===== config.mk =====
export PLATFORM = sky130hd
export DESIGN_NAME = load_sense_counters
export DESIGN_NICKNAME = d
export VERILOG_FILES = /design/src/rtl/lsc_pkg.sv /design/src/rtl/lsc_route_chain.sv /design/src/rtl/lsc_sat_update.sv /design/src/rtl/load_sense_counters.sv
export SDC_FILE = /design/constraint.sdc
export NUM_CORES = 1
export LEC_CHECK = 0
export BUFFER_PORTS_ARGS = -buffer_cell sky130_fd_sc_hd__buf_2
export CORE_UTILIZATION = 30
export CTS_BUF_LIST = sky130_fd_sc_hd__clkbuf_16
export DETAILED_ROUTE_END_ITERATION = 16
export PLACE_DENSITY = 0.59
export SYNTH_ARGS = -nofsm -noshare
export SYNTH_HDL_FRONTEND = slang
export SYNTH_SLANG_ARGS = --single-unit

===== constraint.sdc =====
create_clock -name clk -period 24.3 [get_ports clk]
set_clock_uncertainty 0.2 [all_clocks]
set_input_delay 3.645 -clock clk [delete_from_list [all_inputs] [get_ports clk]]
set_output_delay 3.645 -clock clk [all_outputs]
set_load 0.1 [all_outputs]

===== src/rtl/lsc_pkg.sv =====
package lsc_pkg;

    localparam int LSC_DEF_INPUTS  = 4;
    localparam int LSC_DEF_OUTPUTS = 4;
    localparam int LSC_DEF_CNT_W   = 6;
    localparam int LSC_DEF_LEN_W   = 4;

    // Width wide enough to hold a full counter plus every input's charge
    // in one cycle, so the running values never wrap before the clamp.
    function automatic int lsc_acc_bits(input int cnt_w, input int len_w, input int n_in);
        return cnt_w + len_w + $clog2(n_in + 1) + 1;
    endfunction

endpackage


===== src/rtl/lsc_route_chain.sv =====
module lsc_route_chain #(
    parameter int NUM_IN  = 4,
    parameter int NUM_OUT = 4,
    parameter int CNT_W   = 6,
    parameter int LEN_W   = 4,
    parameter int IDX_W   = 2,
    parameter int ACC_W   = 14
) (
    input  logic [NUM_OUT-1:0][CNT_W-1:0] base,
    input  logic [NUM_IN-1:0]             req_valid,
    input  logic [NUM_IN-1:0][IDX_W-1:0]  cand_a,
    input  logic [NUM_IN-1:0][IDX_W-1:0]  cand_b,
    input  logic [NUM_IN-1:0][LEN_W-1:0]  req_len,
    output logic [NUM_OUT-1:0][ACC_W-1:0] total,
    output logic [NUM_OUT-1:0]            charged,
    output logic [NUM_IN-1:0][IDX_W-1:0]  chosen,
    output logic [NUM_IN-1:0]             took_second,
    output logic [NUM_IN-1:0][ACC_W-1:0]  seen_win,
    output logic [NUM_IN-1:0][ACC_W-1:0]  seen_lose
);

    // Inputs are walked in index order; each sees earlier inputs' charges.
    always_comb begin : p_chain
        logic [NUM_OUT-1:0][ACC_W-1:0] run_d;
        logic [ACC_W-1:0]              va_d;
        logic [ACC_W-1:0]              vb_d;
        logic                          pb_d;
        logic [IDX_W-1:0]              pick_d;

        for (int o = 0; o < NUM_OUT; o++) begin
            run_d[o] = ACC_W'(base[o]);
        end
        charged     = '0;
        chosen      = '0;
        took_second = '0;
        seen_win    = '0;
        seen_lose   = '0;

        for (int i = 0; i < NUM_IN; i++) begin
            va_d   = run_d[cand_a[i]];
            vb_d   = run_d[cand_b[i]];
            pb_d   = (vb_d < va_d);
            pick_d = pb_d ? cand_b[i] : cand_a[i];

            chosen[i]      = pick_d;
            took_second[i] = pb_d;
            seen_win[i]    = pb_d ? vb_d : va_d;
            seen_lose[i]   = pb_d ? va_d : vb_d;

            if (req_valid[i]) begin
                run_d[pick_d]   = run_d[pick_d] + ACC_W'(req_len[i]);
                charged[pick_d] = 1'b1;
            end
        end

        total = run_d;
    end

endmodule


===== src/rtl/lsc_sat_update.sv =====
module lsc_sat_update #(
    parameter int CNT_W = 6,
    parameter int ACC_W = 14
) (
    input  logic [ACC_W-1:0] acc,
    input  logic             drain,
    output logic [CNT_W-1:0] nxt
);

    localparam logic [ACC_W-1:0] CAP = {{(ACC_W-CNT_W){1'b0}}, {CNT_W{1'b1}}};

    logic [ACC_W-1:0] net_d;

    // Drain and charge land together; zero floor first, then the ceiling.
    always_comb begin
        net_d = acc - ACC_W'(drain && (acc != '0));
        nxt   = (net_d > CAP) ? {CNT_W{1'b1}} : net_d[CNT_W-1:0];
    end

endmodule


===== src/rtl/load_sense_counters.sv =====
module load_sense_counters
    import lsc_pkg::*;
#(
    parameter int NUM_IN  = LSC_DEF_INPUTS,
    parameter int NUM_OUT = LSC_DEF_OUTPUTS,
    parameter int CNT_W   = LSC_DEF_CNT_W,
    parameter int LEN_W   = LSC_DEF_LEN_W,
    localparam int IDX_W  = (NUM_OUT > 1) ? $clog2(NUM_OUT) : 1
) (
    input  logic                       clk,
    input  logic                       rst_n,
    input  logic [NUM_IN-1:0]          req_valid,
    input  logic [NUM_IN*IDX_W-1:0]    req_cand_a,
    input  logic [NUM_IN*IDX_W-1:0]    req_cand_b,
    input  logic [NUM_IN*LEN_W-1:0]    req_len,
    input  logic [NUM_OUT-1:0]         flit_leave,
    output logic [NUM_IN*IDX_W-1:0]    sel_port,
    output logic [NUM_IN-1:0]          sel_second,
    output logic [NUM_OUT*CNT_W-1:0]   load_cnt
);

    localparam int ACC_W = lsc_acc_bits(CNT_W, LEN_W, NUM_IN);
    localparam logic [CNT_W-1:0] CNT_MAX = {CNT_W{1'b1}};

    typedef struct packed {
        logic [NUM_OUT-1:0][CNT_W-1:0] cnt;
    } state_t;

    state_t state_d, state_q;

    logic [NUM_IN-1:0][IDX_W-1:0]  cand_a_v, cand_b_v, chosen_v;
    logic [NUM_IN-1:0][LEN_W-1:0]  len_v;
    logic [NUM_OUT-1:0][ACC_W-1:0] total_v;
    logic [NUM_OUT-1:0]            charged_v;
    logic [NUM_IN-1:0][ACC_W-1:0]  seen_win_v, seen_lose_v;
    logic [NUM_OUT-1:0][CNT_W-1:0] nxt_v;

    assign cand_a_v = req_cand_a;
    assign cand_b_v = req_cand_b;
    assign len_v    = req_len;

    lsc_route_chain #(
        .NUM_IN (NUM_IN),
        .NUM_OUT(NUM_OUT),
        .CNT_W  (CNT_W),
        .LEN_W  (LEN_W),
        .IDX_W  (IDX_W),
        .ACC_W  (ACC_W)
    ) u_chain (
        .base       (state_q.cnt),
        .req_valid  (req_valid),
        .cand_a     (cand_a_v),
        .cand_b     (cand_b_v),
        .req_len    (len_v),
        .total      (total_v),
        .charged    (charged_v),
        .chosen     (chosen_v),
        .took_second(sel_second),
        .seen_win   (seen_win_v),
        .seen_lose  (seen_lose_v)
    );

    for (genvar go = 0; go < NUM_OUT; go++) begin : g_out
        lsc_sat_update #(
            .CNT_W(CNT_W),
            .ACC_W(ACC_W)
        ) u_sat (
            .acc  (total_v[go]),
            .drain(flit_leave[go]),
            .nxt  (nxt_v[go])
        );

        assert_no_overflow_R5: assert property (@(posedge clk) disable iff (!rst_n)
            (state_q.cnt[go] == CNT_MAX && !flit_leave[go]) |=> state_q.cnt[go] == CNT_MAX);

        assert_no_underflow_R6: assert property (@(posedge clk) disable iff (!rst_n)
            (state_q.cnt[go] == '0 && !charged_v[go]) |=> state_q.cnt[go] == '0);

        assert_single_drain_R3: assert property (@(posedge clk) disable iff (!rst_n)
            (state_q.cnt[go] != '0 && !charged_v[go] && flit_leave[go])
            |=> state_q.cnt[go] == CNT_W'($past(state_q.cnt[go]) - 1'b1));

        assert_charge_grows_R2: assert property (@(posedge clk) disable iff (!rst_n)
            (charged_v[go] && !flit_leave[go]) |=> state_q.cnt[go] >= $past(state_q.cnt[go]));
    end

    for (genvar gi = 0; gi < NUM_IN; gi++) begin : g_in_chk
        assert_pick_lower_R7: assert property (@(posedge clk) disable iff (!rst_n)
            seen_win_v[gi] <= seen_lose_v[gi]);
    end

    assert_reset_clear_R1: assert property (@(posedge clk) disable iff (!rst_n)
        $rose(rst_n) |-> state_q.cnt == '0);

    always_comb begin
        state_d = state_q;
        for (int o = 0; o < NUM_OUT; o++) begin
            state_d.cnt[o] = nxt_v[o];
        end
    end

    always_ff @(posedge clk) begin
        if (!rst_n) begin
            state_q <= '0;
        end else begin
            state_q <= state_d;
        end
    end

    assign sel_port = chosen_v;
    assign load_cnt = state_q.cnt;

endmodule


# Word level (Yosys, flattened, before mapping)
# Index checks and enable logic that the tools add are counted.
# Widths: inputs -> output; s select.
# op_classes
addsub	8
n_lt_le_gt_ge	24
muxes	48
n_reduce_logical	12
# ops
operator	count
$bmux 14 s2	12
$bwmux 56	4
$mux 14	16
$mux 56	4
$demux 14 s2	4
$add 14x4->14	4
$gt 14x6->1 const B	4
$lt 14x14->1	4
$reduce_bool 14->1	4
$sub 14x1->14	4
$lt 2x3->1 const B	12
$mux 6	4
$ge 2x1->1 const B	4
$logic_and 1x1->1	8
$mux 2	4
# word_totals
regBits	24
out_inout_bits	36
elab_cells	96

# Logic depth before layout (Yosys ltp)
# depth
depth_word	45
ltp_mapped	104
mapped_depth_nobuf	96

# Modules after synthesis
# From an unflattened synthesis, not the netlist that was laid out.
# hier_totals
cells_unflattened	1204
area_unflattened_um2	9313.9
# by_module_without_submodules
module	instances	cells_each	area_per_inst_um2	seq_area_each_um2
lsc_route_chain	1	980	7394.6	0.0
load_sense_counters	1	50	675.6	480.5
lsc_sat_update (g_out[0].u_sat ...)	2	45	335.3	0.0
lsc_sat_update (g_out[2].u_sat ...)	2	42	286.5	0.0

# Least setup slack after synthesis
# No wires, ideal clock.
# synth_path
path_type	input to register
start	in req_cand_b[0]
end	reg state_q, in the netlist load_cnt[18]
setup_ps	129
arrival_ps	28099
required_time_ps	23971
path_slack_ps	-4128
cell_stages	91
n_path_buf	9
cell_sequence	buf_1 -> mux4_2 -> ha_1 -> a21oi_1 -> nand2_1 -> a211oi_1 -> mux2i_1 -> inv_1 -> buf_1 -> a21oi_1 -> ha_1 -> a21o_1 -> a21oi_1 -> o21bai_1 -> nand2_1 -> xnor2_1 -> nand2_1 -> o21ai_0 -> [55 not listed] -> mux2i_1 -> inv_1 -> fa_1 -> nor2b_1 -> o21ai_0 -> nor2b_1 -> buf_1 -> a2111oi_2 -> o31a_1 -> buf_2 -> nand2_1 -> o31a_1 -> ha_1 -> ha_1 -> clkbuf_1 -> or4_1 -> nand2_1 -> a311oi_1
# synth_between
elab_chain_len	45
word_cells_on_any_way	67
cone_classes	5 x add/sub; 13 x order compare; 43 x mux; 6 x reduce/logical
# synth_lines
item	line_no	text
start, declared	load_sense_counters.sv:14	input logic [NUM_IN*IDX_W-1:0] req_cand_b,
$bmux 14 s2 (*)	lsc_route_chain.sv:41	vb_d = run_d[cand_b[i]];
$mux 14 (implied by the code) (*)	lsc_route_chain.sv:41	
$lt 14x14->1 (*)	lsc_route_chain.sv:42	pb_d = (vb_d < va_d);
named net sel_second[0]	load_sense_counters.sv:18	output logic [NUM_IN-1:0] sel_second,
$mux 2 (*)	lsc_route_chain.sv:43	pick_d = pb_d ? cand_b[i] : cand_a[i];
named net sel_port[0]	load_sense_counters.sv:17	output logic [NUM_IN*IDX_W-1:0] sel_port,
branches (longest 4 deep; another with $add 14x4->14)	-	
$bwmux 56 (*)	lsc_route_chain.sv:51	run_d[pick_d] = run_d[pick_d] + ACC_W'(req_len[i]);
[4 not listed]	-	
named net sel_second[1]	load_sense_counters.sv:18	
[1 not listed]	-	
named net sel_port[2]	load_sense_counters.sv:17	
[9 not listed]	-	
named net sel_second[2]	load_sense_counters.sv:18	
[1 not listed]	-	
named net sel_port[4]	load_sense_counters.sv:17	
[9 not listed]	-	
named net u_chain.p_chain.pb_d	lsc_route_chain.sv:27	logic pb_d;
[1 not listed]	-	
named net sel_port[7]	load_sense_counters.sv:17	
branches (longest 4 deep; another with $add 14x4->14)	-	
$bwmux 56 (*)	lsc_route_chain.sv:51	
$mux 56 (*)	lsc_route_chain.sv:50	if (req_valid[i]) begin
$reduce_bool 14->1	lsc_sat_update.sv:16	net_d = acc - ACC_W'(drain && (acc != '0));
$logic_and 1x1->1	lsc_sat_update.sv:16	
$sub 14x1->14 (*)	lsc_sat_update.sv:16	
$gt 14x6->1	lsc_sat_update.sv:17	nxt = (net_d > CAP) ? {CNT_W{1'b1}} : net_d[CNT_W-1:0];
$mux 6 (*)	lsc_sat_update.sv:17	
end signal, assigned	load_sense_counters.sv:106	state_q <= state_d;
end, declared	load_sense_counters.sv:29	state_t state_d, state_q;
# Mark *: on every way through the listed nets, which the timed path passes. The select of a mux whose other input is x is not followed.
# A chain may end at the register's enable or synchronous reset.

# Worst setup path in the final report
# layout_path
start	in req_cand_b[0]
end	out sel_port[6]
# layout_between
elab_chain_len	34
word_cells_on_any_way	52
cone_classes	3 x add/sub; 10 x order compare; 36 x mux; 3 x reduce/logical
# layout_lines
item	line_no
$bmux 14 s2	lsc_route_chain.sv:41
$mux 14 (implied by the code)	lsc_route_chain.sv:41
$lt 14x14->1	lsc_route_chain.sv:42
$mux 2 (*)	lsc_route_chain.sv:43
branches (longest 4 deep; another with $add 14x4->14)	-
$bwmux 56 (*)	lsc_route_chain.sv:51
$mux 56 (*)	lsc_route_chain.sv:50
branches (longest 9 deep; another with $lt 14x14->1)	-
$mux 56 (*)	lsc_route_chain.sv:50
branches (longest 9 deep; another with $lt 14x14->1)	-
$mux 56 (*)	lsc_route_chain.sv:50
$bmux 14 s2 (on tied branches)	lsc_route_chain.sv:41, lsc_route_chain.sv:40
$mux 14 (on tied branches)	lsc_route_chain.sv:41, lsc_route_chain.sv:40
$lt 14x14->1 (*)	lsc_route_chain.sv:42
$mux 2 (*)	lsc_route_chain.sv:43
end, declared	load_sense_counters.sv:17
# Every way passes the cells marked *. The select of a mux whose other input is x is not followed.

==> results.txt <==
Initial antenna violation count: 0
Detailed Place HPWL: 25000 um
GR Util All Layers: 21.0%
Largest family of logic cells by synthesized area: multiplexers
Synth Instances: 1124
Clock latency on the worst-skew pair: 0.25 ns
Final ANT Viol Nets: 0
Total Nets Final: 1266
Port bufs: 77
Number of flops mapped to enable cells by yosys: 0
Cell taking the most area after synthesis: mux4_2
GP Congestion: 0.957
Largest net degree at the start of global routing: 23
Yosys warning count: 0
Via density per instance: 5.87
Mapped Area: 0.00860 mm2
FP Rows: 61
Synth area leaders: mux4_2 11%, mux2i_1 8.7%, ha_1 7.3%
Final worst-path cycle share: 96.3%
CP max stage delay: 0.54 ns
Most common cell after layout, fill and taps aside: nand2_1
ANT cells: 0
# DRC: 0
Share of layout cells above drive strength 1: 23.5%
Max FFs per register: 24
Beginning of the worst hold path: load_cnt[22]
Crit path from: req_cand_b[0]
Period minus WS final: 23.41 ns
Post-synthesis cell type count: 103
Wire length per cell: 20.5 um
CTS Buf Count: 3
Hold_buf cts: 0
Setup violators final: 0
Syn avg cell area: 7.65 um2
Worst-margin pin slew: 0.872 ns
TritonCTS clock tree: built
Multiplexer area fraction after synthesis: 26.7%
Post-route cell area: 0.00975 mm2
Hold slack: 1.54 ns
FF/Latch Area: 480 um2
CP Class: in2out
Startpoint class of the critical path: input port
Worst hold path stage count: 7
Dpl cell area: 0.00942 mm2
Area Overhead vs Synth: 13.4%
CP max-delay cell: mux4_2
Main synth FF type: dfxtp_1
1st-iter DRT viols: 815
Die Width: 171 um
Die height: 171 um
DR pass1 iterations: 6
Yosys top cell area share: 11.3%
Fraction of registers with async set/reset: 0%
Crit-path max FO: 19
CP most frequent cell: ha_1
Post-synthesis sequential area ratio: 5.59%
Hold endpoint: load_cnt[22]
Area share of and/or/nand/nor cells after synthesis: 23.9%
Starting Density: 30.7%
# IOs: 78
Post-Synth Adder-Cell Area: 8.21%
Worst path required time: 20.45 ns
H-tree Lvls: 1
CTS max path bufs: 2
Filler Cells Inserted: 2969
CP endpoint kind: output pin
Slew HR: 40.2%
Crit Reg-Reg Endpoint: load_cnt[22]
Multi-input gate area: 0.00789 mm2
Clk root buf: clkbuf_16
Final Max Slew Viols: 0
Worst Reg2Reg Path Length in Cells: 86
DRT Wirelength: 31700 um
Core Region: 0.0280 mm2
Worst reg2reg path startpoint: load_cnt[5]
Synth Area in Compound Gates: 25.4%
Commonest cells after routing, fill and taps aside: 117 x nand2_1, 99 x nor2_1, 73 x buf_2, 71 x mux2i_1
MaxCap Viol Count: 0
Clock transition at path regs: 0.05 ns
Final Hold Fails: 0
Die area: 0.0293 mm2
Setup TNS: 0 ns
Worst Path Arrival: 19.56 ns
Number of global-route vias before repair: 8470
Synth Register Bits: 24
R2R setup slack: 4.29 ns
Outcome: finished clean
Min-delay worst type: reg2reg
Vias: 9074
First-pass GRT wire length: 48900 um
Synth Area in XOR/XNOR: 4.18%
Fmax: 42.7 MHz
Clock sink count: 24
Remaining global-route overflow: 0
critical path, delay by kind of cell:
family | cells | cell delay (ns)
XOR/XNOR | 1 | 0.07
adder cells (fa/ha/maj) | 8 | 2.58
AO/OA/AOI/OAI | 29 | 5.81
AND/OR/NAND/NOR | 14 | 2.06
buffers and inverters | 10 | 2.30
multiplexers | 7 | 3.08
logic make-up after synthesis:
group | Yosys count
other | 2
AND/OR/NAND/NOR | 415
XOR/XNOR | 41
buffers and inverters | 120
adder cells (fa/ha/maj) | 54
multiplexers | 165
AO/OA/AOI/OAI | 303
flip-flops | 24
per-layer routing:
metal | global-route usage (%) | routed length, um | vias up
met1 | 28.6 | 14200 | 4358
li1 | - | - | 4313
met2 | 35.3 | 14900 | 358
met3 | 2.07 | 1840 | 45
met5 | 0 | 0 | -
met4 | 5.47 | 680 | 0
worst max path at each step:
stage | to | cells after the start
2_1_floorplan | load_cnt[14] | 89
3_3_place_gp | load_cnt[10] | 91
3_5_place_dp | load_cnt[10] | 91
4_1_cts | sel_port[6] | 72
5_1_grt | load_cnt[10] | 89
6_report | sel_port[6] | 69
stage by stage:
step	std cells	utilization, %	worst slack [ns]
CTS	1539	33.9	0.0274
finish	1547	34.8	0.890
detailed placement	1535	33.6	-0.0232
global route	1547	34.8	-0.0986
global placement	1535	33.6	0.384
floorplan	1126	-	0.0150
synthesized netlist by cell type (all sizes together), types with 12 or more instances:
| cell | number |
|---|---|
| buf | 25 |
| mux4 | 43 |
| nor2 | 103 |
| nand2b | 21 |
| a21oi | 67 |
| mux2i | 79 |
| a211oi | 25 |
| and3 | 13 |
| nand3 | 33 |
| o21ai | 69 |
| and2 | 20 |
| xnor2 | 29 |
| nand2 | 121 |
| clkbuf | 36 |
| mux2 | 43 |
| ha | 50 |
| nor2b | 21 |
| inv | 58 |
| nor3 | 24 |
| xor2 | 12 |
| a21o | 16 |
| o211ai | 12 |
| a31oi | 19 |
| dfxtp | 24 |
cell type report:
class	instances	share of cell area, %
flip-flops and latches	24	4.93
clock inverters	1	0.0385
clock buffers	3	0.770
multi-input cells	982	80.9
repair buffers	100	6.03
well taps	378	4.85
inverters	59	2.53
timing repair:
action	in CTS	in global routing
gates resized for setup	0	50
setup buffers	0	8
setup endpoints to repair	0	27
Power is not shown: default switching activity piles up to over one toggle a cycle in this logic, so the estimate is an artifact.
